==> src/rtl/ddr_ref_pkg.sv <==
package ddr_ref_pkg;

    typedef enum logic [1:0] {
        CMD_NOP  = 2'd0,
        CMD_PREA = 2'd1,
        CMD_REF  = 2'd2,
        CMD_SRE  = 2'd3
    } ref_cmd_e;

    typedef enum logic [2:0] {
        ST_IDLE,
        ST_PREA,
        ST_RP,
        ST_REF,
        ST_RFC,
        ST_SRE,
        ST_SR,
        ST_SRX
    } seq_state_e;

    function automatic int max4(input int a, input int b, input int c, input int d);
        int m;
        m = a;
        if (b > m) m = b;
        if (c > m) m = c;
        if (d > m) m = d;
        return m;
    endfunction

endpackage

==> src/rtl/ref_tick_gen.sv <==
module ref_tick_gen #(
    parameter int REFI_STD = 390,
    parameter int REFI_HOT = 195
) (
    input  logic clk,
    input  logic rst,
    input  logic en,
    input  logic hot,
    output logic tick
);
    localparam int CW = $clog2(REFI_STD + 1);

    logic [CW-1:0] cnt;
    logic [CW-1:0] lim;

    assign lim  = hot ? CW'(REFI_HOT - 1) : CW'(REFI_STD - 1);
    assign tick = en && (cnt >= lim);

    always_ff @(posedge clk) begin
        if (rst || !en)  cnt <= '0;
        else if (tick)   cnt <= '0;
        else             cnt <= cnt + 1'b1;
    end

    // the counter never runs past the longer interval
    a_r1_cnt_bound: assert property (@(posedge clk) disable iff (rst)
        cnt <= CW'(REFI_STD - 1));

endmodule

==> src/rtl/ref_owed_ctr.sv <==
module ref_owed_ctr #(
    parameter  int OWED_MAX  = 9,
    parameter  int URGENT_AT = 8,
    localparam int OW        = $clog2(OWED_MAX + 1)
) (
    input  logic          clk,
    input  logic          rst,
    input  logic          inc,
    input  logic          dec,
    output logic [OW-1:0] count,
    output logic          nonzero,
    output logic          urgent
);
    logic at_max;

    assign at_max  = (count == OW'(OWED_MAX));
    assign nonzero = (count != '0);
    assign urgent  = (count >= OW'(URGENT_AT));

    always_ff @(posedge clk) begin
        if (rst) begin
            count <= '0;
        end else begin
            unique case ({inc && !at_max, dec})
                2'b10:   count <= count + 1'b1;
                2'b01:   count <= count - 1'b1;
                default: count <= count;
            endcase
        end
    end

    // a refresh is only ever paid against an owed one
    a_r3_no_underflow: assert property (@(posedge clk) disable iff (rst)
        dec |-> nonzero);

    // the count stays within its bound
    a_r3_bounded: assert property (@(posedge clk) disable iff (rst)
        count <= OW'(OWED_MAX));

endmodule

==> src/rtl/ref_seq_ctrl.sv <==
module ref_seq_ctrl
    import ddr_ref_pkg::*;
#(
    parameter int RPA_CYC  = 2,
    parameter int RFC_CYC  = 7,
    parameter int XSNR_CYC = 7,
    parameter int XSRD_CYC = 200,
    parameter int CKE_HOLD = 3
) (
    input  logic       clk,
    input  logic       rst,
    input  logic       grant,
    input  logic       sr_req,
    input  logic       owed_nz,
    output logic       req,
    output logic       cmd_valid,
    output logic [1:0] cmd,
    output logic       cke,
    output logic       rd_ok,
    output logic       oth_ok,
    output logic       ref_done,
    output logic       sr_hold
);
    localparam int WMAX = max4(RPA_CYC, RFC_CYC, XSRD_CYC, CKE_HOLD);
    localparam int WW   = $clog2(WMAX + 1);

    seq_state_e    state;
    logic          goal_sr;
    logic [WW-1:0] wcnt;

    assign req      = (state == ST_IDLE) && (owed_nz || sr_req);
    assign ref_done = (state == ST_REF);
    assign sr_hold  = goal_sr;
    assign cke      = !((state == ST_SRE) || (state == ST_SR));
    assign rd_ok    = (state == ST_IDLE);
    assign oth_ok   = (state == ST_IDLE) ||
                      ((state == ST_SRX) && (wcnt >= WW'(XSNR_CYC)));

    always_comb begin
        cmd_valid = 1'b1;
        cmd       = CMD_NOP;
        unique case (state)
            ST_PREA: cmd = CMD_PREA;
            ST_REF:  cmd = CMD_REF;
            ST_SRE:  cmd = CMD_SRE;
            default: cmd_valid = 1'b0;
        endcase
    end

    always_ff @(posedge clk) begin
        if (rst) begin
            state   <= ST_IDLE;
            goal_sr <= 1'b0;
            wcnt    <= '0;
        end else begin
            unique case (state)
                ST_IDLE: if (req && grant) begin
                    state   <= ST_PREA;
                    goal_sr <= sr_req && !owed_nz;
                end
                ST_PREA: begin
                    wcnt  <= WW'(RPA_CYC - 2);
                    state <= ST_RP;
                end
                ST_RP: begin
                    if (wcnt == '0) state <= goal_sr ? ST_SRE : ST_REF;
                    else            wcnt  <= wcnt - 1'b1;
                end
                ST_REF: begin
                    wcnt  <= WW'(RFC_CYC - 2);
                    state <= ST_RFC;
                end
                ST_RFC: begin
                    if (wcnt == '0) state <= ST_IDLE;
                    else            wcnt  <= wcnt - 1'b1;
                end
                ST_SRE: begin
                    wcnt  <= WW'(CKE_HOLD - 2);
                    state <= ST_SR;
                end
                ST_SR: begin
                    if (wcnt != '0) wcnt <= wcnt - 1'b1;
                    else if (!sr_req) begin
                        wcnt  <= '0;
                        state <= ST_SRX;
                    end
                end
                ST_SRX: begin
                    if (wcnt == WW'(XSRD_CYC - 1)) begin
                        state   <= ST_IDLE;
                        goal_sr <= 1'b0;
                    end else begin
                        wcnt <= wcnt + 1'b1;
                    end
                end
                default: state <= ST_IDLE;
            endcase
        end
    end

    // an owed refresh keeps its request up until it is granted
    a_r5_req_held: assert property (@(posedge clk) disable iff (rst)
        (req && !grant && owed_nz) |=> req);

    // self-refresh entry only with nothing owed
    a_r8_sre_owed_zero: assert property (@(posedge clk) disable iff (rst)
        (cmd_valid && cmd == CMD_SRE) |-> !owed_nz);

    // reads never open before non-read commands
    a_r10_read_implies_other: assert property (@(posedge clk) disable iff (rst)
        rd_ok |-> oth_ok);

endmodule

==> src/rtl/ddr_refresh_seq.sv <==
module ddr_refresh_seq
    import ddr_ref_pkg::*;
#(
    parameter  int REFI_STD  = 390,
    parameter  int REFI_HOT  = 195,
    parameter  int RPA_CYC   = 2,
    parameter  int RFC_CYC   = 7,
    parameter  int XSNR_CYC  = 7,
    parameter  int XSRD_CYC  = 200,
    parameter  int CKE_HOLD  = 3,
    parameter  int URGENT_AT = 8,
    parameter  int OWED_MAX  = 9,
    parameter  int GAP_MAX   = 3515,
    localparam int OWED_W    = $clog2(OWED_MAX + 1)
) (
    input  logic              clk,
    input  logic              rst,
    input  logic              temp_hi,
    input  logic              sr_req,
    input  logic              grant,
    output logic              ref_req,
    output logic              ref_urgent,
    output logic              cmd_valid,
    output logic [1:0]        cmd,
    output logic              cke,
    output logic              rd_ok,
    output logic              oth_ok,
    output logic [OWED_W-1:0] owed
);
    logic tick;
    logic owed_nz;
    logic ref_done;
    logic sr_hold;

    ref_tick_gen #(
        .REFI_STD (REFI_STD),
        .REFI_HOT (REFI_HOT)
    ) u_tick (
        .clk  (clk),
        .rst  (rst),
        .en   (!sr_hold),
        .hot  (temp_hi),
        .tick (tick)
    );

    ref_owed_ctr #(
        .OWED_MAX  (OWED_MAX),
        .URGENT_AT (URGENT_AT)
    ) u_owed (
        .clk     (clk),
        .rst     (rst),
        .inc     (tick),
        .dec     (ref_done),
        .count   (owed),
        .nonzero (owed_nz),
        .urgent  (ref_urgent)
    );

    ref_seq_ctrl #(
        .RPA_CYC  (RPA_CYC),
        .RFC_CYC  (RFC_CYC),
        .XSNR_CYC (XSNR_CYC),
        .XSRD_CYC (XSRD_CYC),
        .CKE_HOLD (CKE_HOLD)
    ) u_seq (
        .clk       (clk),
        .rst       (rst),
        .grant     (grant),
        .sr_req    (sr_req),
        .owed_nz   (owed_nz),
        .req       (ref_req),
        .cmd_valid (cmd_valid),
        .cmd       (cmd),
        .cke       (cke),
        .rd_ok     (rd_ok),
        .oth_ok    (oth_ok),
        .ref_done  (ref_done),
        .sr_hold   (sr_hold)
    );

    // Checker state for the timing assertions below
    localparam int GW = $clog2(GAP_MAX + 1);
    localparam int SW = $clog2(RFC_CYC + 1);
    localparam int KW = $clog2(CKE_HOLD + 1);

    logic [GW-1:0] gap_cnt;
    logic [SW-1:0] since_ref;
    logic [KW-1:0] cke_run;
    logic          cke_prev;
    logic          ref_seen;

    assign ref_seen = cmd_valid && (cmd == CMD_REF);

    always_ff @(posedge clk) begin
        if (rst) begin
            gap_cnt   <= '0;
            since_ref <= SW'(RFC_CYC - 1);
            cke_run   <= KW'(CKE_HOLD - 1);
            cke_prev  <= 1'b1;
        end else begin
            if (ref_seen || !cke)               gap_cnt <= '0;
            else if (gap_cnt != GW'(GAP_MAX))   gap_cnt <= gap_cnt + 1'b1;

            if (ref_seen)                              since_ref <= '0;
            else if (since_ref != SW'(RFC_CYC - 1))    since_ref <= since_ref + 1'b1;

            cke_prev <= cke;
            if (cke != cke_prev)                       cke_run <= '0;
            else if (cke_run != KW'(CKE_HOLD - 1))     cke_run <= cke_run + 1'b1;
        end
    end

    // the refresh gap stays below the hard limit
    a_r2_gap_limit: assert property (@(posedge clk) disable iff (rst)
        gap_cnt < GW'(GAP_MAX));

    // nothing is issued or permitted inside the refresh cycle time
    a_r7_quiet_rfc: assert property (@(posedge clk) disable iff (rst)
        (cmd_valid || oth_ok) |-> (since_ref >= SW'(RFC_CYC - 1)));

    // each clock-enable level was held long enough before it changes
    a_r9_cke_hold: assert property (@(posedge clk) disable iff (rst)
        (cke != cke_prev) |-> (cke_run >= KW'(CKE_HOLD - 1)));

endmodule

==> config.mk <==
export PLATFORM = sky130hd
export DESIGN_NAME = ddr_refresh_seq
export DESIGN_NICKNAME = d
export VERILOG_FILES = /design/src/rtl/ddr_ref_pkg.sv /design/src/rtl/ref_tick_gen.sv /design/src/rtl/ref_owed_ctr.sv /design/src/rtl/ref_seq_ctrl.sv /design/src/rtl/ddr_refresh_seq.sv
export SDC_FILE = /design/constraint.sdc
export NUM_CORES = 1
export LEC_CHECK = 0
export BUFFER_PORTS_ARGS = -buffer_cell sky130_fd_sc_hd__buf_4
export CORE_MARGIN = 2
export CORE_UTILIZATION = 59
export DETAILED_ROUTE_END_ITERATION = 8
export GPL_ROUTABILITY_DRIVEN = 0
export PLACE_DENSITY = 0.85
export REMOVE_ABC_BUFFERS = 1
export SLEW_MARGIN = 20
export SYNTH_ARGS = -nofsm -noshare
export SYNTH_HDL_FRONTEND = slang
export SYNTH_SLANG_ARGS = --single-unit
==> constraint.sdc <==
create_clock -name clk -period 3.95 [get_ports clk]
set_input_delay 0.79 -clock clk [delete_from_list [all_inputs] [get_ports clk]]
set_output_delay 0.79 -clock clk [all_outputs]
set_load 0.02 [all_outputs]
# --- Word level (Yosys, flattened, before mapping) ---
# Index checks and enable logic that the tools add are counted.
# Widths: inputs -> output; s select.
word_totals:
  register_bits: 25
  inputBits: 5
  output_inout_bits: 12
  elab_cells: 80
classes:
  n_addsub: 5
  order_cmp: 3
  n_eq_ne: 20
  muxes: 20
  n_reduce_logical: 27
op_table:
  columns: ["op", "n"]
  rows:
  - ["$pmux 8 s6", 1]
  - ["$mux 8", 4]
  - ["$pmux 3 s8", 1]
  - ["$mux 3", 7]
  - ["$eq 3x3->1 const B", 4]
  - ["$ne 2x2->1 const B", 5]
  - ["$add 9x1->9 const B", 1]
  - ["$ge 9x9->1", 1]
  - ["$mux 9", 1]
  - ["$add 8x1->8 const B", 1]
  - ["$eq 8x8->1 const B", 1]
  - ["$ge 8x3->1 const B", 1]
  - ["$logic_not 8->1", 1]
  - ["$pmux 4 s2", 1]
  - ["$reduce_bool 8->1", 1]
  - ["$sub 8x1->8 const B", 1]
  - ["$eq 3x2->1 const B", 2]
  - ["$logic_and 1x1->1", 6]
  - ["$ne 2x1->1 const B", 3]
  - ["$pmux 2 s3", 1]
  - ["$reduce_and 6->1", 1]
  - ["$reduce_bool 6->1", 1]
  - ["$add 4x1->4 const B", 1]
  - ["$eq 4x4->1 const B", 1]
  - ["17 further kinds", 27]

# --- Depth between registers and ports, before layout ---
# Gate-level depths: netlist of run 1.
logic_depth:
  word_depth: 6
  depth_mapped: 14
  mapped_depth_nobuf: 14

# --- By module ---
# From an unflattened synthesis of run 1, not the netlist that was laid out.
hier_totals:
  hier_cells: 238
  area_unflattened_um2: 1959.4
modules_own_cells:
  columns: ["mod", "instances", "cells_per_inst", "area_each_um2", "seq_area_each_um2"]
  rows:
  - ["ref_seq_ctrl", 1, 150, 1169.9, 240.2]
  - ["ref_tick_gen", 1, 56, 510.5, 180.2]
  - ["ref_owed_ctr", 1, 31, 275.3, 80.1]
  - ["ddr_refresh_seq", 1, 1, 3.8, 0.0]

# --- Least setup slack after synthesis of run 1 ---
# OpenSTA, ideal clock, no wires.
synth_timing:
  kind: "in2reg"
  startpoint: "input port temp_hi"
  endpoint: "register u_owed.count[2]"
  t_arrival_ps: 2997
  required_time_ps: 3879
  setup_slack_ps: 882
  cell_stages: 14
  path_buffers: 0
  path_cell_list: "inv_1 > ha_1 > nand2b_1 > a21o_1 > a21oi_1 > o21ai_0 > o311ai_0 > ha_1 > xor2_1 > ha_1 > a21oi_1 > xor2_1 > or3_1 > a21oi_1"
synth_between:
  elab_chain_cells: 6
synth_lines:
  columns: ["item", "line_no", "source"]
  rows:
  - ["from (decl)", "ddr_refresh_seq.sv:18", "input logic temp_hi,"]
  - ["$mux 9 *", "ref_tick_gen.sv:16", "assign lim = hot ? CW'(REFI_HOT - 1) : CW'(REFI_STD - 1);"]
  - ["$ge 9x9->1 *", "ref_tick_gen.sv:17", "assign tick = en && (cnt >= lim);"]
  - ["$logic_and 1x1->1 *", "ref_tick_gen.sv:17", null]
  - ["$logic_and 1x1->1 *", "ref_owed_ctr.sv:24", "unique case ({inc && !at_max, dec})"]
  - ["$eq 2x1->1 or $eq 2x2->1 (tied branches)", "ref_owed_ctr.sv:24", null]
  - ["$pmux 4 s2 or $reduce_bool 2->1 (tied branches)", null, null]
  - ["to (signal assigned)", "ref_owed_ctr.sv:25", "2'b10: count <= count + 1'b1;"]
  - ["to (signal assigned)", "ref_owed_ctr.sv:26", "2'b01: count <= count - 1'b1;"]
  - ["to (signal assigned)", "ref_owed_ctr.sv:27", "default: count <= count;"]
  - ["to (decl)", "ref_owed_ctr.sv:10", "output logic [OW-1:0] count,"]
# Mark *: on every way between the ends. The rest lies on a longest branch, timed or not.
# A chain may end at the register's enable or synchronous reset.

# --- Worst setup path after layout of run 1 ---
# Ends and elaborated chain as after synthesis.

==> impl_results.md, run 1 <==
- Status: finished, final reports clean
- Critical path depth in cells: 13
- Full die area: 3496 sq um
- Reg2reg setup slack: 1.02 ns
- Depth of the worst hold-timing path: 1
- Yosys warning total: 0
- CTS Hold Bufs: 0
- Worst-path cell chain: buf_4 > ha_1 > or4_1 > a21oi_1 > o21ai_0 > o311ai_0 > ha_1 > xor2_1 > ha_1 > a21oi_1 > xor2_1 > or3_1 > a21oi_1
- RR Endpoint: u_owed.count[2]
- Syn Std Cell Area: 1793 sq um
- Antenna Nets Post-Route: 0
- Fraction of layout cells with a size suffix above 1: 0.1139
- Max clock buf depth: 2
- Hold Fails Final Rpt: 0
- Starting DRT DRC Count: ~140
- Placed inst area: roughly 1900 sq um
- Layout area overhead: 7.816%
- Hold path startpoint: u_tick.cnt[0]
- Sequential fraction of the synthesis area: 0.2791
- PwrDens: 291.1 nW/um^2
- Fin area: 1933 sq um
- Hold worst-path end: u_tick.cnt[0]
- Core ar.: 2978 sq um
- CP top delay family: simple AND/OR/NAND/NOR gates
- DRC: 0
- Flip-flop and latch count after synthesis: 25
- I/O Pins: 17
- Period utilization: 0.7731
- Total wire length: 3895 um
- Asr flop ratio synth: 0
- Initial Util: 0.6021
- Setup-failing EPs final: 0
- Least-Margin Pin Slew: 0.7504 ns
- Cells after synthesis: 229
- Crit-path max FO: 5
- Gr usage total: 0.2327
- Global-route wire length before repair: ~6500 um
- RSZ-0062 raised after global routing: no
- Worst Reg-to-Reg Cells: 14
- Port Buffers: 16
- Top cell type's share of synthesized area: 0.2791
- Commonest non-fill, non-tap cell in the layout: nor2_1
- WP data required: around 4.2 ns
- Worst Setup Slack, final: 0.8964 ns
- Synthesized area per cell: 7.830 sq um
- # H-tree levels: 1
- Critical Path AT: 3.32 ns
- Placed Cells: around 270
- Vias in the first global route: 1,466
- Largest net degree at the start of global routing: 21
- Setup TNS: 0 ns
- Fmax: about 330 MHz
- Dominant synthesized flop cell: dfxtp_1
- Top post-synthesis cells by area: dfxtp_1 (28%), ha_1 (7.7%), xor2_1 (5.9%)
- Setup crit start kind: input pin
- # diodes: 0
- Final #Nets: 254
- CTS tree: yes
- Worst min-delay path class: reg -> reg
- Final Max Slew Viols: 0
- Post-layout minimum cycle time: slightly above 3 ns
- Initial antenna violation count: 0
- Detailed Routing Iterations Pass 1: 4
- Peak ir drop on the vdd network: 0.1653 mV
- Worst slew margin: 0.4993
- DP HPWL: roughly 2800 um
- Worst setup path category: in -> reg
- Post-CTS sizing: 0
- Critical Path End Type: flip-flop
- Buf/Inv on CP: 1
- Dpl ws: between 0.5 and 0.6 ns
- Post-synth EDFFs: 0
- Rows: 20
- Setup Skew: 0.001995 ns
- Most frequent cells in the layout: nor2_1 (26), dfxtp_1 (25), nand2_1 (17), buf_4 (16), a21oi_1 (15)
- Slowest cell on crit path: or4_1
- Hold WS: between 0.5 and 0.6 ns
- CTS root buffer: clkbuf_4
- Clk_lat worst skew: 0.32 ns
- Max Cap Viol: 0
- Die W: 59.13 um
- Clk slew on worst S/H paths: 0.13 ns
- Detailed-route wire length per cell: between 10 and 15 um
- Sink Count: 25
- Via density: 6.356
- CTS Buf Count: 3
- Die height: 59.13 um
- Static Leak: 0.7822 nW
- Largest stage delay on the critical path: 0.47 ns
- Synth area leader: dfxtp_1
- Non-filler cells, final: 270
- Gr ovfl total: 0
- Via count: 1,716
- FF-to-FF Start: u_tick.cnt[0]
- Setup repair bufs after CTS: 0
- Synth unique cells: 50
stage by stage:
step | utilization | total power [mW]
6_report | 0.6492 | 0.5628
5_1_grt | 0.6492 | 0.5983
4_1_cts | 0.6492 | 0.5659
3_5_place_dp | 0.6403 | 0.4499
3_3_place_gp | 0.6403 | 0.4469
2_1_floorplan | - | 0.4043
how the worst max path moves through the flow:
stage	from	end	slack, ns
after floorplan	temp_hi	u_owed.count[2]	0.87
after global placement	temp_hi	u_owed.count[2]	0.64
after detailed placement	temp_hi	u_owed.count[2]	0.55
after CTS	temp_hi	u_owed.count[2]	0.90
after global routing	temp_hi	u_owed.count[2]	0.69
final	temp_hi	u_owed.count[2]	0.90
cells by family after synthesis:
group,after synthesis,share of synthesized area
adders and majority gates,11,0.07676
and+or+nand+nor,92,0.2673
AOI/OAI and AO/OA,61,0.2463
DFF,25,0.2791
buffers and inverters,24,0.05164
muxes,1,0.005583
xor gates and xnor gates,15,0.07328
power breakdown:
part / leakage, nW / total [mW] / switching, mW / internal, mW
sequential: 0.203 / 0.290 / 0.0261 / 0.264
clock: 0.0150 / 0.115 / 0.0756 / 0.0395
combinational: 0.565 / 0.158 / 0.0926 / 0.0649
total: 0.782 / 0.563 / 0.194 / 0.368
synthesized netlist by cell type (6+ instances only):
library cell / count
nand3_1: 11
o21ai_0: 7
a21oi_1: 15
dfxtp_1: 25
clkbuf_1: 8
a31oi_1: 6
and3_1: 6
nor2_1: 26
nand2_1: 17
xor2_1: 12
ha_1: 11
inv_1: 12
registers in the layout, summed over array words and instances (netlist names):
register / cells
u_tick.cnt: 9
u_seq.wcnt: 8
u_owed.count: 4
u_seq.state: 3
u_seq.sr_hold: 1
layer usage:
layer  vias to the layer above  global-route usage  routed length [um]
met3                         6             0.02402                 148
met2                        62              0.4063                1893
met4                         0             0.05844                  45
li1                        852                   -                   -
met1                       796              0.3056                1808
met5                         -                   0                   0
area by class of cell:
cell class | instances | area (sq um)
multi-input cells | 180 | 1200
well taps | 33 | 41.29
clock buffers | 4 | 26.28
inverters | 12 | 45.04
fillers | 287 | 1045
flip-flops and latches | 25 | 500.5
repair buffers | 16 | 120.1
Power figures use the tool's default switching activity.
==> run 2: changes to the inputs <==
--- a/config.mk
+++ b/config.mk
@@ -5,6 +5,7 @@
 export SDC_FILE = /design/constraint.sdc
 export NUM_CORES = 1
 export LEC_CHECK = 0
+export ABC_AREA = 1
 export BUFFER_PORTS_ARGS = -buffer_cell sky130_fd_sc_hd__buf_4
 export CORE_MARGIN = 2
 export CORE_UTILIZATION = 59
==> constraint.sdc (replaced) <==
create_clock -name clk -period 2.95 [get_ports clk]
set_input_delay 0.59 -clock clk [delete_from_list [all_inputs] [get_ports clk]]
set_output_delay 0.59 -clock clk [all_outputs]
set_load 0.02 [all_outputs]
==> run 2 against run 1 <==
  * Utilization increased by 3.0 points
  * Setup slack got worse by 0.44 ns
  * Non-clock buffer count rose by 1
  * Critical path depth up 2
  * Global-route usage grew 2.1 points
  * First-iteration DRC count down 38%
  * Final cell count grew 29%
  * Cell area increased by 6.3%
  * Synthesized cell count increased by 25%
  * Sequential power grew 50%
  * Clock power increased by 43%
  * Die area up 3.8%
==> impl_results.md, run 2 <==
- Status: finished, final reports clean
- Vias in the first global route: 1,662 (+13%)
- Fillers: 265 (-7.7%)
- Worst Reg-to-Reg Cells: 14 (unchanged)
- Critical Path AT: 2.75 ns (-0.57 ns)
- Peak ir drop on the vdd network: 0.6493 mV (+290%)
- Cells after synthesis: 286 (+25%)
- Asr flop ratio synth: 0 (unchanged)
- Detailed-route wire length per cell: 11.50 um (-20%)
- Adder-cell share of the synthesized area: 0.07378 (-0.002986)
- Largest Register: u_tick.cnt
- Crit-path max FO: 3 (-2)
- Hold Fails Final Rpt: 0 (unchanged)
- Final core utilization: 0.6789 (+0.02977)
- RSZ-0062 raised after global routing: no
- Setup-failing EPs final: 0 (unchanged)
- CTS Buf Count: 3 (unchanged)
- Synth unique cells: 30 (-40%)
- Worst setup path category: in -> reg
- Setup TNS: 0 ns (unchanged)
- CTS Hold Bufs: 0 (unchanged)
- Port Buffers: 16 (unchanged)
- Crit path top cell by count: ha_1
- Xor/xnor share of the synthesized area: 0.06103 (-0.01224)
- Worst min-delay path class: reg -> reg
- Max clock buf depth: 2 (unchanged)
- Reg2reg setup slack: 0.50 ns (-0.52 ns)
- Yosys warning total: 0 (unchanged)
- Comb pwr share: 0.553 (+0.273)
- Max Cap Viol: 0 (unchanged)
- Synth area leader: dfxtp_1
- Largest stage delay on the critical path: 0.33 ns (-0.14 ns)
- Synth Area in Simple Gates: 0.3950 (+0.1278)
- Core ar.: 3028 sq um (+1.7%)
- Commonest non-fill, non-tap cell in the layout: nand2_1
- Die W: 60.23 um (+1.9%)
- Psw: 648.7 uW (+230%)
- Setup repair bufs after CTS: 0 (unchanged)
- PwrDens: 652.6 nW/um^2 (+120%)
- Least-Margin Pin Slew: 0.3887 ns (-0.3617 ns)
- WP data required: 3.21 ns (-1.00 ns)
- Slowest cell on crit path: ha_1
- Static Leak: 0.9310 nW (+19%)
- Top-count cell post-synth: nand2_1
- DRC: 0 (unchanged)
- Sequential share of power: 0.324 (-0.192)
- Critical Path End Type: flip-flop
- Depth of the worst hold-timing path: 1 (unchanged)
- Hold path startpoint: u_tick.cnt[0]
- Layout area overhead: 10.19%
- Biggest registers after layout: u_tick.cnt: 9 flops, u_seq.wcnt: 8 flops, u_owed.count: 4 flops
- Flip-flop and latch count after synthesis: 25 (unchanged)
- Placed Cells: 343 (+29%)
- Die height: 60.23 um (+1.9%)
- Largest net degree at the start of global routing: 15 (-29%)
- Clk slew on worst S/H paths: 0.15 ns (+0.02 ns)
- Global-route wire length before repair: 6982 um (+8.1%)
- DP HPWL: 3015 um (+5.9%)
- Final Max Slew Viols: 0 (unchanged)
- Gr usage total: 0.2534 (+0.02079)
- Antenna Nets Post-Route: 0 (unchanged)
- Post-CTS sizing: 0 (unchanged)
- Via density: 5.228 (-18%)
- Hold worst-path end: u_tick.cnt[0]
- Dominant synthesized flop cell: dfxtp_1
- Via count: 1,814 (+5.7%)
- Fraction of layout cells with a size suffix above 1: 0.1584 (+0.04449)
- Synth top cells by count: nand2_1 (65), nor2_1 (37), inv_1 (32)
- Hold WS: 0.4795 ns (-0.05288 ns)
- Detailed Routing Iterations Pass 1: 4 (unchanged)
- Initial Util: 0.6161 (+0.01401)
- Clk_lat worst skew: 0.34 ns (+0.02 ns)
- Worst-path cell chain: buf_4 > inv_1 > ha_1 > a21oi_1 > o21bai_1 > nor2_1 > nand3_1 > nand3_1 > ha_1 > xor2_1 > ha_1 > a21oi_1 > xor2_1 > o21ai_0 > inv_1
- CTS root buffer: clkbuf_4
- Period utilization: 0.8441
- Total wire length: 3992 um (+2.5%)
- Syn Std Cell Area: 1866 sq um (+4.0%)
- Initial antenna violation count: 0 (unchanged)
- Top cell type's share of synthesized area: 0.2683 (-0.01086)
- Starting DRT DRC Count: 84 (-38%)
- Post-layout minimum cycle time: between 2 and 2.5 ns
- Max FFs per register: 9 (unchanged)
- Fmax: 401.6 MHz
- # H-tree levels: 1 (unchanged)
- Non-filler cells, final: 347 (+29%)
- Most frequent cells in the layout: nand2_1 (65), nor2_1 (37), inv_1 (32), nand3_1 (27), dfxtp_1 (25)
- Switching Fraction: 0.4836 (+0.1383)
- Sequential fraction of the synthesis area: 0.2683 (-0.01086)
- Post-synth EDFFs: 0 (unchanged)
- Main combinational cell family by area after synthesis: simple AND/OR/NAND/NOR gates
- Sink Count: 25 (unchanged)
- Top post-synthesis cells by area: dfxtp_1 (27%), nand2_1 (13%), nor2_1 (7.4%)
- Gr ovfl total: 0 (unchanged)
- Synthesized area per cell: 6.523 sq um (-17%)
- FF-to-FF Start: u_tick.cnt[0]
- Setup crit start kind: input pin
- Full die area: 3628 sq um (+3.8%)
- # diodes: 0 (unchanged)
- I/O Pins: 17 (unchanged)
- Complex-gate fraction of the synthesized area: 0.1140 (-0.1323)
- Clk pwr share: 0.123 (-0.082)
- Final #Nets: 320 (+26%)
- CTS tree: yes
- RR Endpoint: u_owed.count[2]
- Rows: 20 (unchanged)
- Setup Skew: 0.007500 ns (+0.005505 ns)
- Mux share of post-synthesis cell area: 0 (-0.005583)
- Worst slew margin: 0.7401 (+0.2408)
- Pint: 692.8 uW (+88%)
[run 2: changes by cell type after synthesis, moves of 6 or more]
| cell | before | now |
|---|---|---|
| nand2_1 | 17 | 65 |
| inv_1 | 12 | 32 |
| nand3_1 | 11 | 27 |
| clkbuf_1 | 8 | 2 |
| a31oi_1 | 6 | 0 |
| nor2_1 | 26 | 37 |
[run 2: layout make-up]
type                       instances  area [sq um]  area share
multi-input combinational        219          1201      0.5843
sequential                        25         500.5      0.2435
inverter                          38         143.9     0.06999
timing repair buffer              17         127.6     0.06208
tap                               44         55.05     0.02678
clock buffer                       3         22.52     0.01096
clock inverter                     1         5.005    0.002435
[run 2: how the worst max path moves through the flow]
stage                     startpoint              end  slack [ns]
after floorplan              temp_hi  u_owed.count[2]        0.43
after global placement       temp_hi  u_owed.count[2]        0.25
after detailed placement     temp_hi  u_owed.count[2]        0.12
after CTS                    temp_hi  u_owed.count[2]        0.48
after global routing         temp_hi  u_owed.count[2]        0.26
final                        temp_hi  u_owed.count[2]        0.46
[run 2: stage by stage]
stage	setup WS [ns]	cell area, sq um	power, mW
floorplan	0.4309	1846	0.9832
global placement	0.2499	2028	1.168
detailed placement	0.1212	2028	1.179
CTS	0.4803	2056	1.342
global route	0.2640	2056	1.454
finish	0.4600	2056	1.341
[run 2: worst max-delay path: cells and delay by family]
kind | cells | cell delay (ns)
AOI/OAI and AO/OA | 4 | 0.44
xor gates and xnor gates | 2 | 0.42
and+or+nand+nor | 3 | 0.33
buffers and inverters | 3 | 0.20
adders and majority gates | 3 | 0.75
[run 2: layer usage]
layer,GRT usage,vias to the layer above,wire length [um]
li1,-,957,-
met1,0.3059,816,1841
met2,0.4457,34,1951
met3,0.03680,7,132
met4,0.1016,0,67
met5,0,-,0
[run 2: cell families (layout without fill, tap and decap cells)]
group | count (synthesis) | in the layout
and+or+nand+nor | 158 | 158
adders and majority gates | 11 | 11
DFF | 25 | 25
buffers and inverters | 42 | 59
AOI/OAI and AO/OA | 37 | 37
xor gates and xnor gates | 13 | 13
[run 2: power groups by stage]
stage / Combinational [mW] / Sequential [mW] / Clock [mW]
final: 0.742 / 0.435 / 0.165
after global routing: 0.831 / 0.443 / 0.180
after CTS: 0.742 / 0.434 / 0.166
after detailed placement: 0.736 / 0.443 / 0
after global placement: 0.727 / 0.441 / 0
after floorplan: 0.546 / 0.438 / 0
==> run 3: changes to the inputs <==
--- a/config.mk
+++ b/config.mk
@@ -5,7 +5,7 @@
 export SDC_FILE = /design/constraint.sdc
 export NUM_CORES = 1
 export LEC_CHECK = 0
-export ABC_AREA = 1
+export ABC_AREA = 0
 export BUFFER_PORTS_ARGS = -buffer_cell sky130_fd_sc_hd__buf_4
 export CORE_MARGIN = 2
 export CORE_UTILIZATION = 59
==> constraint.sdc (replaced) <==
create_clock -name clk -period 2.5 [get_ports clk]
set_input_delay 0.5 -clock clk [delete_from_list [all_inputs] [get_ports clk]]
set_output_delay 0.5 -clock clk [all_outputs]
set_load 0.02 [all_outputs]
==> run 3 against run 2 <==
  * The run now ends with negative setup slack left
  * Count of clock-buffer cells in the layout did not move
  * Register-to-register slack got worse by 0.57 ns
  * Clock power rose by 15%
  * Critical endpoint unchanged
  * Largest power group is now registers
==> impl_results.md, run 3 (synthesized netlist as in run 1, its figures left out) <==
- Largest Register: u_tick.cnt
- Power Total: 944.4 uW (-30%)
- Hold Fails Final Rpt: 0 (unchanged)
- Placed Cells: 285 (-17%)
- Worst Setup Slack, final: -0.08165 ns (-0.5417 ns)
- Depth of the worst hold-timing path: 2 (+1)
- PwrDens: 436.0 nW/um^2 (-33%)
- Gr usage total: 0.2663 (+0.01289)
- DRC: 0 (unchanged)
- Worst slew margin: 0.4818 (-0.2583)
- # H-tree levels: 1 (unchanged)
- Global-route wire length before repair: 7293 um (+4.5%)
- Rows: 20 (unchanged)
- Largest stage delay on the critical path: 0.32 ns (about the same)
- Port Buffers: 16 (unchanged)
- Biggest registers after layout: u_tick.cnt: 9 flops, u_seq.wcnt: 8 flops, u_owed.count: 4 flops
- Setup-failing EPs final: 2 (+2)
- Antenna Nets Post-Route: 0 (unchanged)
- Total wire length: 4446 um (+11%)
- Critical Path AT: 2.87 ns (+0.12 ns)
- Initial antenna violation count: 0 (unchanged)
- RSZ-0062 raised after global routing: yes
- Vias in the first global route: 1,693 (+1.9%)
- Largest net degree at the start of global routing: 16 (+1)
- Status: complete, but fails checks
- Critical Path End Type: flip-flop
- Reg2reg setup slack: -0.07 ns (-0.57 ns)
- Fillers: 253 (-4.5%)
- # diodes: 0 (unchanged)
- CTS Buf Count: 3 (unchanged)
- Final #Nets: 276 (-14%)
- Setup Skew: 0.01022 ns (+0.002717 ns)
- Initial Util: 0.6021 (-0.01401)
- I/O Pins: 17 (unchanged)
- FF-to-FF Start: u_tick.cnt[0]
- WP data required: 2.78 ns (-0.43 ns)
- Fraction of layout cells with a size suffix above 1: 0.2471 (+0.08869)
- Layout area overhead: 20.80%
- CTS tree: yes
- Static Leak: 0.8974 nW (-3.6%)
- Crit path capture: u_owed.count[2]
- Detailed-route wire length per cell: 15.23 um (+32%)
- Detailed Routing Iterations Pass 1: 5 (+1)
- Gr ovfl total: 0 (unchanged)
- Worst min-delay path class: in -> reg
- Via count: 1,767 (-2.6%)
- Via density: 6.051 (+16%)
- Violated checks: negative setup slack
- Clk slew on worst S/H paths: 0.15 ns (about the same)
- Most frequent cells in the layout: buf_4 (38), nor2_1 (26), dfxtp_1 (23), nand2_1 (17)
- Die height: 59.13 um (-1.8%)
- Slowest cell on crit path: or3_1
- Core ar.: 2978 sq um (-1.7%)
- Fmax: a little under 400 MHz
- Post-layout minimum cycle time: roughly 2.6 ns
- Max clock buf depth: 2 (unchanged)
- Max FFs per register: 9 (unchanged)
- Max Cap Viol: 0 (unchanged)
- Crit-path max FO: 3 (unchanged)
- Non-filler cells, final: 292 (-16%)
- DP HPWL: 3117 um (+3.4%)
- Full die area: 3496 sq um (-3.6%)
- Period utilization: 1.033
- Final Max Slew Viols: 0 (unchanged)
- Starting DRT DRC Count: 98 (+17%)
- Sink Count: 25 (unchanged)
- Setup TNS: -0.09836 ns (-0.09836 ns)
- Clk_lat worst skew: 0.33 ns (about the same)
- Worst Reg-to-Reg Cells: 14 (unchanged)
- Worst setup path category: in -> reg
- Crit path top cell by count: a21oi_2
- Setup crit start kind: input pin
- Worst-path cell chain: buf_4 > inv_1 > buf_4 > ha_1 > a21o_1 > a21oi_2 > o21ai_2 > o311ai_4 > ha_2 > xor2_1 > ha_2 > a21oi_2 > xor2_1 > or3_1 > a21oi_2
- RR Endpoint: u_owed.count[2]
- Peak ir drop on the vdd network: 0.2752 mV (-58%)
- Least-Margin Pin Slew: 0.7766 ns (+0.3879 ns)
- CP startpoint: temp_hi
- CTS root buffer: clkbuf_4
- Hold WS: 0.3524 ns (-0.1271 ns)
- Die W: 59.13 um (-1.8%)
- Final core utilization: 0.7273 (+0.04839)
- Commonest non-fill, non-tap cell in the layout: buf_4
==> run 3: cell types whose count changed in the layout (fill, tap and decap cells not counted), sizes merged, moves of 5 or more <==
cell   before  now
nand2      69   17
inv        37   12
buf        17   38
nand3      30   11
nor2       45   26
a21oi      21   15
a31oi       0    6
and3        1    6
==> run 3: worst min path at each step <==
stage	start	end	slack (ns)
2_1_floorplan	u_tick.cnt[0]	u_tick.cnt[0]	0.45
3_3_place_gp	u_tick.cnt[8]	u_tick.cnt[8]	0.51
3_5_place_dp	u_tick.cnt[8]	u_tick.cnt[8]	0.51
4_1_cts	grant	u_seq.sr_hold	0.35
5_1_grt	grant	u_seq.sr_hold	0.34
6_report	grant	u_seq.sr_hold	0.35
==> run 3: area by class of cell <==
type,instances,area [sq um],share of cell area
multi-input cells,180,1264,0.5835
flip-flops and latches,25,503.0,0.2322
repair buffers,38,285.3,0.1317
inverters,12,45.04,0.02080
well taps,33,41.29,0.01906
clock buffers,3,22.52,0.01040
clock inverters,1,5.005,0.002311
==> run 3: critical path, delay by kind of cell <==
family	cells	cell delay, ns
compound gates	6	0.72
xor+xnor	2	0.30
fa+ha+maj	3	0.71
buf+inv	3	0.31
simple gates	1	0.32
==> run 3: per-stage QoR <==
| stage | setup WS, ns | area (sq um) |
|---|---|---|
| 2_1_floorplan | -0.2862 | 1745 |
| 3_3_place_gp | -0.4446 | 2049 |
| 3_5_place_dp | -0.5927 | 2049 |
| 4_1_cts | -0.02523 | 2133 |
| 5_1_grt | -0.1669 | 2166 |
| 6_report | -0.08165 | 2166 |
==> run 3: timing repair <==
item                                   4_1_cts  5_1_grt
setup endpoints to repair                    2        2
cloned                                       0        0
gates resized for setup                     13        4
endpoints found under the hold margin        0        0
pin swaps                                    7        2
hold buffers                                 0        0
buffers inserted                             2        1
==> run 3: power by group <==
group          internal (mW)  leakage (nW)  switching (mW)
combinational          0.132         0.676           0.179
clock                 0.0601        0.0177           0.130
sequential             0.418         0.203          0.0254
==> run 3: layer usage <==
metal,part of all wire,global-route usage
met2,0.52,0.4635
met3,0.034,0.03712
met1,0.42,0.3262
met4,0.023,0.1136
met5,0,0
